`src/rtl/wdog_pkg.sv`:
```
package wdog_pkg;

    localparam int TC_W = 16;

    // byte addresses inside the 0x100 window
    localparam logic [7:0] A_RSVD  = 8'h00;
    localparam logic [7:0] A_CTRL  = 8'h04;
    localparam logic [7:0] A_COUNT = 8'h08;
    localparam logic [7:0] A_SVC   = 8'h0E;

    localparam logic [15:0] KEY_ARM   = 16'h556C;
    localparam logic [15:0] KEY_FIRE  = 16'hAA39;
    localparam logic [15:0] TC_RESET  = 16'hFFFF;

    typedef struct packed {
        logic [TC_W-1:0] reload;
        logic            en;
        logic            act_reset;
        logic            pre_on;
    } ctrl_t;

    typedef enum logic {
        SEQ_WAIT_ARM  = 1'b0,
        SEQ_WAIT_FIRE = 1'b1
    } seq_t;

    typedef struct packed {
        logic        hit_ctrl;
        logic        hit_svc;
        logic        svc_both;
        logic [15:0] svc_val;
    } bus_ev_t;

    function automatic logic [31:0] ctrl_image(ctrl_t c);
        return {c.reload, 13'd0, c.en, c.act_reset, c.pre_on};
    endfunction

    function automatic logic [31:0] lane_merge(logic [31:0] old_w,
                                               logic [31:0] new_w,
                                               logic [3:0]  be);
        logic [31:0] r;
        for (int i = 0; i < 4; i++) begin
            r[8*i +: 8] = be[i] ? new_w[8*i +: 8] : old_w[8*i +: 8];
        end
        return r;
    endfunction

endpackage

```
`src/rtl/wdog_regs.sv`:
```
module wdog_regs
    import wdog_pkg::*;
#(
    parameter int ADDR_W = 8
) (
    input  logic              clk,
    input  logic              rst,
    input  logic [ADDR_W-1:0] bus_addr,
    input  logic              bus_wr,
    input  logic [3:0]        bus_be,
    input  logic [31:0]       bus_wdata,
    input  logic [TC_W-1:0]   cnt,
    output ctrl_t             ctrl,
    output ctrl_t             ctrl_nx,
    output bus_ev_t           ev,
    output logic [31:0]       rdata
);

    logic        locked;
    logic [31:0] merged;

    always_comb begin
        ev.hit_ctrl = bus_wr && (bus_addr == ADDR_W'(A_CTRL));
        ev.hit_svc  = bus_wr && (bus_addr == ADDR_W'(A_SVC));
        ev.svc_both = &bus_be[3:2];
        ev.svc_val  = bus_wdata[31:16];
    end

    assign merged = lane_merge(ctrl_image(ctrl), bus_wdata, bus_be);

    always_comb begin
        ctrl_nx           = ctrl;
        ctrl_nx.reload    = merged[31:16];
        ctrl_nx.act_reset = merged[1];
        ctrl_nx.pre_on    = merged[0];
        if (!locked && bus_be[0]) begin
            ctrl_nx.en = merged[2];
        end
    end

    always_ff @(posedge clk) begin
        if (rst) begin
            ctrl.reload    <= TC_RESET;
            ctrl.en        <= 1'b0;
            ctrl.act_reset <= 1'b0;
            ctrl.pre_on    <= 1'b0;
            locked         <= 1'b0;
        end else if (ev.hit_ctrl) begin
            ctrl   <= ctrl_nx;
            locked <= 1'b1;
        end
    end

    always_comb begin
        if (bus_addr == ADDR_W'(A_CTRL)) begin
            rdata = ctrl_image(ctrl);
        end else if (bus_addr == ADDR_W'(A_COUNT)) begin
            rdata = {{(32-TC_W){1'b0}}, cnt};
        end else begin
            rdata = 32'd0;
        end
    end

    // once the first control write has happened, enable never moves
    assert_en_locked_R3: assert property (@(posedge clk) disable iff (rst)
        locked |=> $stable(ctrl.en));

    // control fields only change on a control write
    assert_ctrl_only_by_write_R2: assert property (@(posedge clk) disable iff (rst)
        !ev.hit_ctrl |=> $stable(ctrl));

endmodule

```
`src/rtl/wdog_tick.sv`:
```
module wdog_tick #(
    parameter int PRE_W = 16
) (
    input  logic clk,
    input  logic rst,
    input  logic run,
    input  logic pre_on,
    input  logic restart,
    output logic tick
);

    logic [PRE_W-1:0] ps;

    assign tick = run && (!pre_on || (&ps));

    always_ff @(posedge clk) begin
        if (rst || restart || !pre_on) begin
            ps <= '0;
        end else if (run) begin
            ps <= ps + 1'b1;
        end
    end

    // prescaled ticks are never back to back
    assert_tick_gap_R5: assert property (@(posedge clk) disable iff (rst)
        (tick && pre_on && !restart) |=> !tick);

endmodule

```
`src/rtl/wdog_key_seq.sv`:
```
module wdog_key_seq
    import wdog_pkg::*;
(
    input  logic        clk,
    input  logic        rst,
    input  logic        hit_svc,
    input  logic        svc_both,
    input  logic [15:0] svc_val,
    output logic        svc_ok
);

    seq_t state_q;
    logic is_arm;
    logic is_fire;

    assign is_arm  = hit_svc && svc_both && (svc_val == KEY_ARM);
    assign is_fire = hit_svc && svc_both && (svc_val == KEY_FIRE);
    assign svc_ok  = (state_q == SEQ_WAIT_FIRE) && is_fire;

    always_ff @(posedge clk) begin
        if (rst) begin
            state_q <= SEQ_WAIT_ARM;
        end else if (hit_svc) begin
            state_q <= (state_q == SEQ_WAIT_ARM && is_arm) ? SEQ_WAIT_FIRE
                                                            : SEQ_WAIT_ARM;
        end
    end

    // any service write while armed ends the attempt
    assert_disarm_R7: assert property (@(posedge clk) disable iff (rst)
        (state_q == SEQ_WAIT_FIRE && hit_svc) |=> (state_q == SEQ_WAIT_ARM));

    // a full-width first key from idle arms the checker
    assert_arm_R6: assert property (@(posedge clk) disable iff (rst)
        (state_q == SEQ_WAIT_ARM && is_arm) |=> (state_q == SEQ_WAIT_FIRE));

endmodule

```
`src/rtl/wdog_counter.sv`:
```
module wdog_counter
    import wdog_pkg::*;
(
    input  logic            clk,
    input  logic            rst,
    input  logic [TC_W-1:0] reload,
    input  logic            act_reset,
    input  logic            en,
    input  logic            ctrl_wr,
    input  logic [TC_W-1:0] nx_reload,
    input  logic            nx_en,
    input  logic            svc_ok,
    input  logic            tick,
    output logic [TC_W-1:0] cnt,
    output logic            reset_req,
    output logic            irq_req
);

    logic last_step;

    assign last_step = tick && (cnt == TC_W'(1));

    always_ff @(posedge clk) begin
        if (rst) begin
            cnt       <= TC_RESET;
            reset_req <= 1'b0;
            irq_req   <= 1'b0;
        end else begin
            reset_req <= 1'b0;
            if (ctrl_wr) begin
                cnt <= nx_reload;
                if (!nx_en) begin
                    irq_req <= 1'b0;
                end
            end else if (svc_ok) begin
                cnt     <= reload;
                irq_req <= 1'b0;
            end else if (tick && cnt != '0) begin
                cnt <= cnt - 1'b1;
                if (last_step) begin
                    if (act_reset) begin
                        reset_req <= 1'b1;
                    end else begin
                        irq_req <= 1'b1;
                    end
                end
            end
        end
    end

    // reset request lasts one clock
    assert_pulse_one_R8: assert property (@(posedge clk) disable iff (rst)
        reset_req |=> !reset_req);

    // reset request only with a zero count in reset-action mode
    assert_pulse_at_zero_R8: assert property (@(posedge clk) disable iff (rst)
        reset_req |-> (cnt == '0 && act_reset));

    // a disabled watchdog requests nothing
    assert_quiet_off_R10: assert property (@(posedge clk) disable iff (rst)
        !en |-> (!reset_req && !irq_req));

    // counter never climbs without a reload
    assert_no_climb_R4: assert property (@(posedge clk) disable iff (rst)
        (!ctrl_wr && !svc_ok) |=> (cnt <= $past(cnt)));

    // interrupt level holds until serviced
    assert_irq_hold_R9: assert property (@(posedge clk) disable iff (rst)
        (irq_req && !svc_ok && !ctrl_wr) |=> irq_req);

endmodule

```
`src/rtl/wdog_keyed.sv`:
```
module wdog_keyed
    import wdog_pkg::*;
#(
    parameter int ADDR_W     = 8,
    parameter int PRESC_LOG2 = 16
) (
    input  logic              clk,
    input  logic              rst,
    input  logic [ADDR_W-1:0] bus_addr,
    input  logic              bus_wr,
    input  logic [3:0]        bus_be,
    input  logic [31:0]       bus_wdata,
    output logic [31:0]       bus_rdata,
    output logic              reset_req,
    output logic              irq_req
);

    ctrl_t           ctrl;
    ctrl_t           ctrl_nx;
    bus_ev_t         ev;
    logic [TC_W-1:0] cnt;
    logic            svc_ok;
    logic            tick;

    wdog_regs #(.ADDR_W(ADDR_W)) u_regs (
        .clk       (clk),
        .rst       (rst),
        .bus_addr  (bus_addr),
        .bus_wr    (bus_wr),
        .bus_be    (bus_be),
        .bus_wdata (bus_wdata),
        .cnt       (cnt),
        .ctrl      (ctrl),
        .ctrl_nx   (ctrl_nx),
        .ev        (ev),
        .rdata     (bus_rdata)
    );

    wdog_key_seq u_keys (
        .clk      (clk),
        .rst      (rst),
        .hit_svc  (ev.hit_svc),
        .svc_both (ev.svc_both),
        .svc_val  (ev.svc_val),
        .svc_ok   (svc_ok)
    );

    wdog_tick #(.PRE_W(PRESC_LOG2)) u_tick (
        .clk     (clk),
        .rst     (rst),
        .run     (ctrl.en),
        .pre_on  (ctrl.pre_on),
        .restart (ev.hit_ctrl || svc_ok),
        .tick    (tick)
    );

    wdog_counter u_cnt (
        .clk       (clk),
        .rst       (rst),
        .reload    (ctrl.reload),
        .act_reset (ctrl.act_reset),
        .en        (ctrl.en),
        .ctrl_wr   (ev.hit_ctrl),
        .nx_reload (ctrl_nx.reload),
        .nx_en     (ctrl_nx.en),
        .svc_ok    (svc_ok),
        .tick      (tick),
        .cnt       (cnt),
        .reset_req (reset_req),
        .irq_req   (irq_req)
    );

endmodule

```
`config.mk`:
```
export PLATFORM = sky130hd
export DESIGN_NAME = wdog_keyed
export DESIGN_NICKNAME = d
export VERILOG_FILES = /design/src/rtl/wdog_pkg.sv /design/src/rtl/wdog_regs.sv /design/src/rtl/wdog_tick.sv /design/src/rtl/wdog_key_seq.sv /design/src/rtl/wdog_counter.sv /design/src/rtl/wdog_keyed.sv
export SDC_FILE = /design/constraint.sdc
export NUM_CORES = 1
export LEC_CHECK = 0
export BUFFER_PORTS_ARGS = -buffer_cell sky130_fd_sc_hd__buf_2
export CELL_PAD_IN_SITES_DETAIL_PLACEMENT = 1
export CELL_PAD_IN_SITES_GLOBAL_PLACEMENT = 1
export CORE_MARGIN = 1
export CORE_UTILIZATION = 45
export CTS_BUF_LIST = sky130_fd_sc_hd__clkbuf_8
export DETAILED_ROUTE_END_ITERATION = 10
export PLACE_DENSITY = 0.95
export SLEW_MARGIN = 25
export SYNTH_ARGS = -nofsm -noshare
export SYNTH_HDL_FRONTEND = slang
export SYNTH_HIERARCHICAL = 1
export SYNTH_SLANG_ARGS = --single-unit
```
`constraint.sdc`:
```
create_clock -name clk -period 11 [get_ports clk]
set_clock_uncertainty 0.2 [all_clocks]
set_input_delay 2.2 -clock clk [delete_from_list [all_inputs] [get_ports clk]]
set_output_delay 2.2 -clock clk [all_outputs]
set_load 0.01 [all_outputs]
```
==> results.json <==
{
  "status": "completed",
  "syn-num-nets": 495,
  "required_ns": 8.60,
  "clockBufferDepth": 2,
  "synthSimpleGateAreaFrac_pct": 31.03,
  "syn_to_final_growth_pct": 8.973,
  "fin_setup_tns_ns": 0,
  "yosys.area.top_type": "dfxtp_1",
  "synth_top_family_by_area": "simple AND/OR/NAND/NOR gates",
  "slew_viol_final": 0,
  "placedCellCount": 573,
  "power_uw": 350.1,
  "drc_errors": 0,
  "postSynthAreaPerCell_um2": 8.210,
  "yosysSeqAreaShare_pct": 30.14,
  "synthAdderAreaFrac_pct": 1.027,
  "synth_compound_area_share_pct": 15.31,
  "async_flop_share_pct": 0,
  "via_per_inst": 6.057,
  "min_period_ns": 6.254,
  "dp_hpwl_mm": 8.041,
  "pre_cts_ws_ns": 4.719,
  "numCtsBuffers": 5,
  "pin_count": 81,
  "num_vias": 3519,
  "layout.nets": 528,
  "root_buffer": "clkbuf_8",
  "worstSetupStartpointType": "input port",
  "track_usage_pct": 26.05,
  "gp_congestion": 0.8573,
  "yosys_warnings": 6,
  "final_area_um2": 3981,
  "diodes": 0,
  "crit_slowest_cell": "nor4b_4",
  "die_area_um2": 8483,
  "wl_per_cell_um": 18.88,
  "slew_headroom_pct": 38.25,
  "syn_inst": 445,
  "cp_slowest_stage_delay_ns": 0.60,
  "worst_pin_slew_ns": 0.9228,
  "grt_pass1_wl_mm": 17.66,
  "clock-sinks": 55,
  "antenna_found_initial": 0,
  "layout_setup_ws_ns": 4.746,
  "period_share_pct": 56.86,
  "ys.flop_type": "dfxtp_1",
  "start_util_pct": 46.79,
  "cts_hold_buf": 0,
  "fmax_mhz": 159.9,
  "max-vdd-ir-drop_uv": 70.49,
  "grt_overflow": 0,
  "routed_wl_mm": 10.97,
  "drtAntennaViolNets": 0,
  "synth_edf_count": 0,
  "netlist_top_cells_count": "nor2_1, dfxtp_1, mux2i_1",
  "ctsResizeCount": 0,
  "cp.arrival_ns": 3.85,
  "path_max_fanout": 13,
  "design.core.area_um2": 7807,
  "worstSkewPairLatency_ns": 0.32,
  "stdcell_count": 581,
  "cp_common_cell": "buf_2",
  "h-tree-depth": 2,
  "synth_top_area_share_pct": 30.14,
  "dieHeight_um": 92.11,
  "firstDrtPassIters": 4,
  "grt_pass1_vias": 3597,
  "fillers": 991,
  "setup_viol": 0,
  "portBuffers": 66,
  "ys_types": 64,
  "powerDensity_nw_per_um2": 87.92,
  "place_area_um2": 3882,
  "num_rows": 32,
  "path_clk_slew_ns": 0.10,
  "ys_ff_latch": 55,
  "power.leakage_nw": 1.680,
  "synthTopCellsByArea": "dfxtp_1, nor2_1, mux2i_1, mux2_2, buf_4",
  "postCtsSetupBuffers": 0,
  "cts_tree": "built",
  "drt_iter0_drc": 225,
  "grt_max_degree": 61,
  "drv_cap": 0,
  "muxShareOfSynthArea_pct": 11.58,
  "netlist_area_um2": 3654,
  "drive_gt1_share_pct": 23.17,
  "finalHoldViolations": 0,
  "end_kind": "primary output",
  "synth_xor_area_share_pct": 2.397,
  "crit_chain": "buf_2, or4_4, nor4b_4, and2_1, buf_2",
  "die_w_um": 92.11,
  "rsz0062_at_grt": "no",
  "worstSetupPathType": "in2out",
  "hold_class": "reg2reg",
  "synth_most_common_cell": "nor2_1"
}
[flip-flops by register name (all words and copies together), names as in the netlist]
signal,count
u_cnt/cnt,16
u_cnt/irq_req,1
u_tick/ps,16
u_keys/state_q,1
u_cnt/reset_req,1
u_regs/ctrl,19
u_regs/locked,1
[worst max-delay path, delay by kind of cell]
kind | cells | cell delay (ns)
buf+inv | 2 | 0.25
simple gates | 3 | 1.40
[power breakdown]
part,internal (mW),leakage [nW],switching (mW)
Clock,0.0470,0.0463,0.0748
Sequential,0.199,0.444,0.000191
Combinational,0.0121,1.19,0.0168
Total,0.258,1.68,0.0918
[worst paths after layout]
path,slack [ns],cells past startpoint,to,startpoint
setup / recovery,4.75,5,bus_rdata[6],bus_addr[5]
hold / removal,0.28,2,u_regs/locked,u_regs/locked
setup reg to reg,7.88,8,u_cnt/cnt[14],u_keys/state_q
hold reg to reg,0.28,2,u_regs/locked,u_regs/locked
[placed cells by master (no fill, tap or decap), types with 4 or more instances in the layout]
cell type,n
a221oi_1,5
clkbuf_8,5
buf_4,4
a31oi_1,8
xor2_1,4
o21ai_0,11
nor4_1,6
o31ai_1,4
nor2b_1,5
mux2i_1,22
a21oi_1,21
o21bai_1,4
inv_1,15
xnor2_1,6
nor3_1,9
and3_1,17
nand3_1,9
mux2_2,18
nand2b_1,4
dfxtp_1,55
nand2_1,20
nand4_1,11
o22ai_1,4
or3_1,8
nor2_1,65
and2_1,14
buf_2,65
[metal layers]
layer	GRT usage (%)	vias up	wire length (µm)
met2	47.95	101	5728
met3	2.736	14	501
met1	31.30	1736	4515
met4	8.594	0	223
li1	-	1668	-
met5	0	-	0
[kinds of logic (layout without fill, tap and decap cells)]
family / after synthesis / in the layout
compound gates: 83 / 83
xor+xnor: 10 / 10
fa+ha+maj: 3 / 3
buf+inv: 58 / 92
flops: 55 / 55
mux: 40 / 40
simple gates: 196 / 196
[per-stage QoR]
step | utilization [%] | hold slack, ns
3_5_place_dp | 49.73 | 0.2599
2_1_floorplan | - | 0.2259
4_1_cts | 50.96 | 0.2755
5_1_grt | 50.99 | 0.2976
6_report | 50.99 | 0.2779
3_3_place_gp | 49.68 | 0.2348
[cell type report]
class	count	area (µm²)	area share, %
multi-input cells	332	2245	56.38
flip-flops and latches	55	1101	27.66
repair buffers	69	355.3	8.925
well taps	102	127.6	3.206
clock buffers	5	68.82	1.728
inverters	15	56.30	1.414
clock inverters	3	27.53	0.6914
Note: power is estimated with default switching activity, not from simulation.
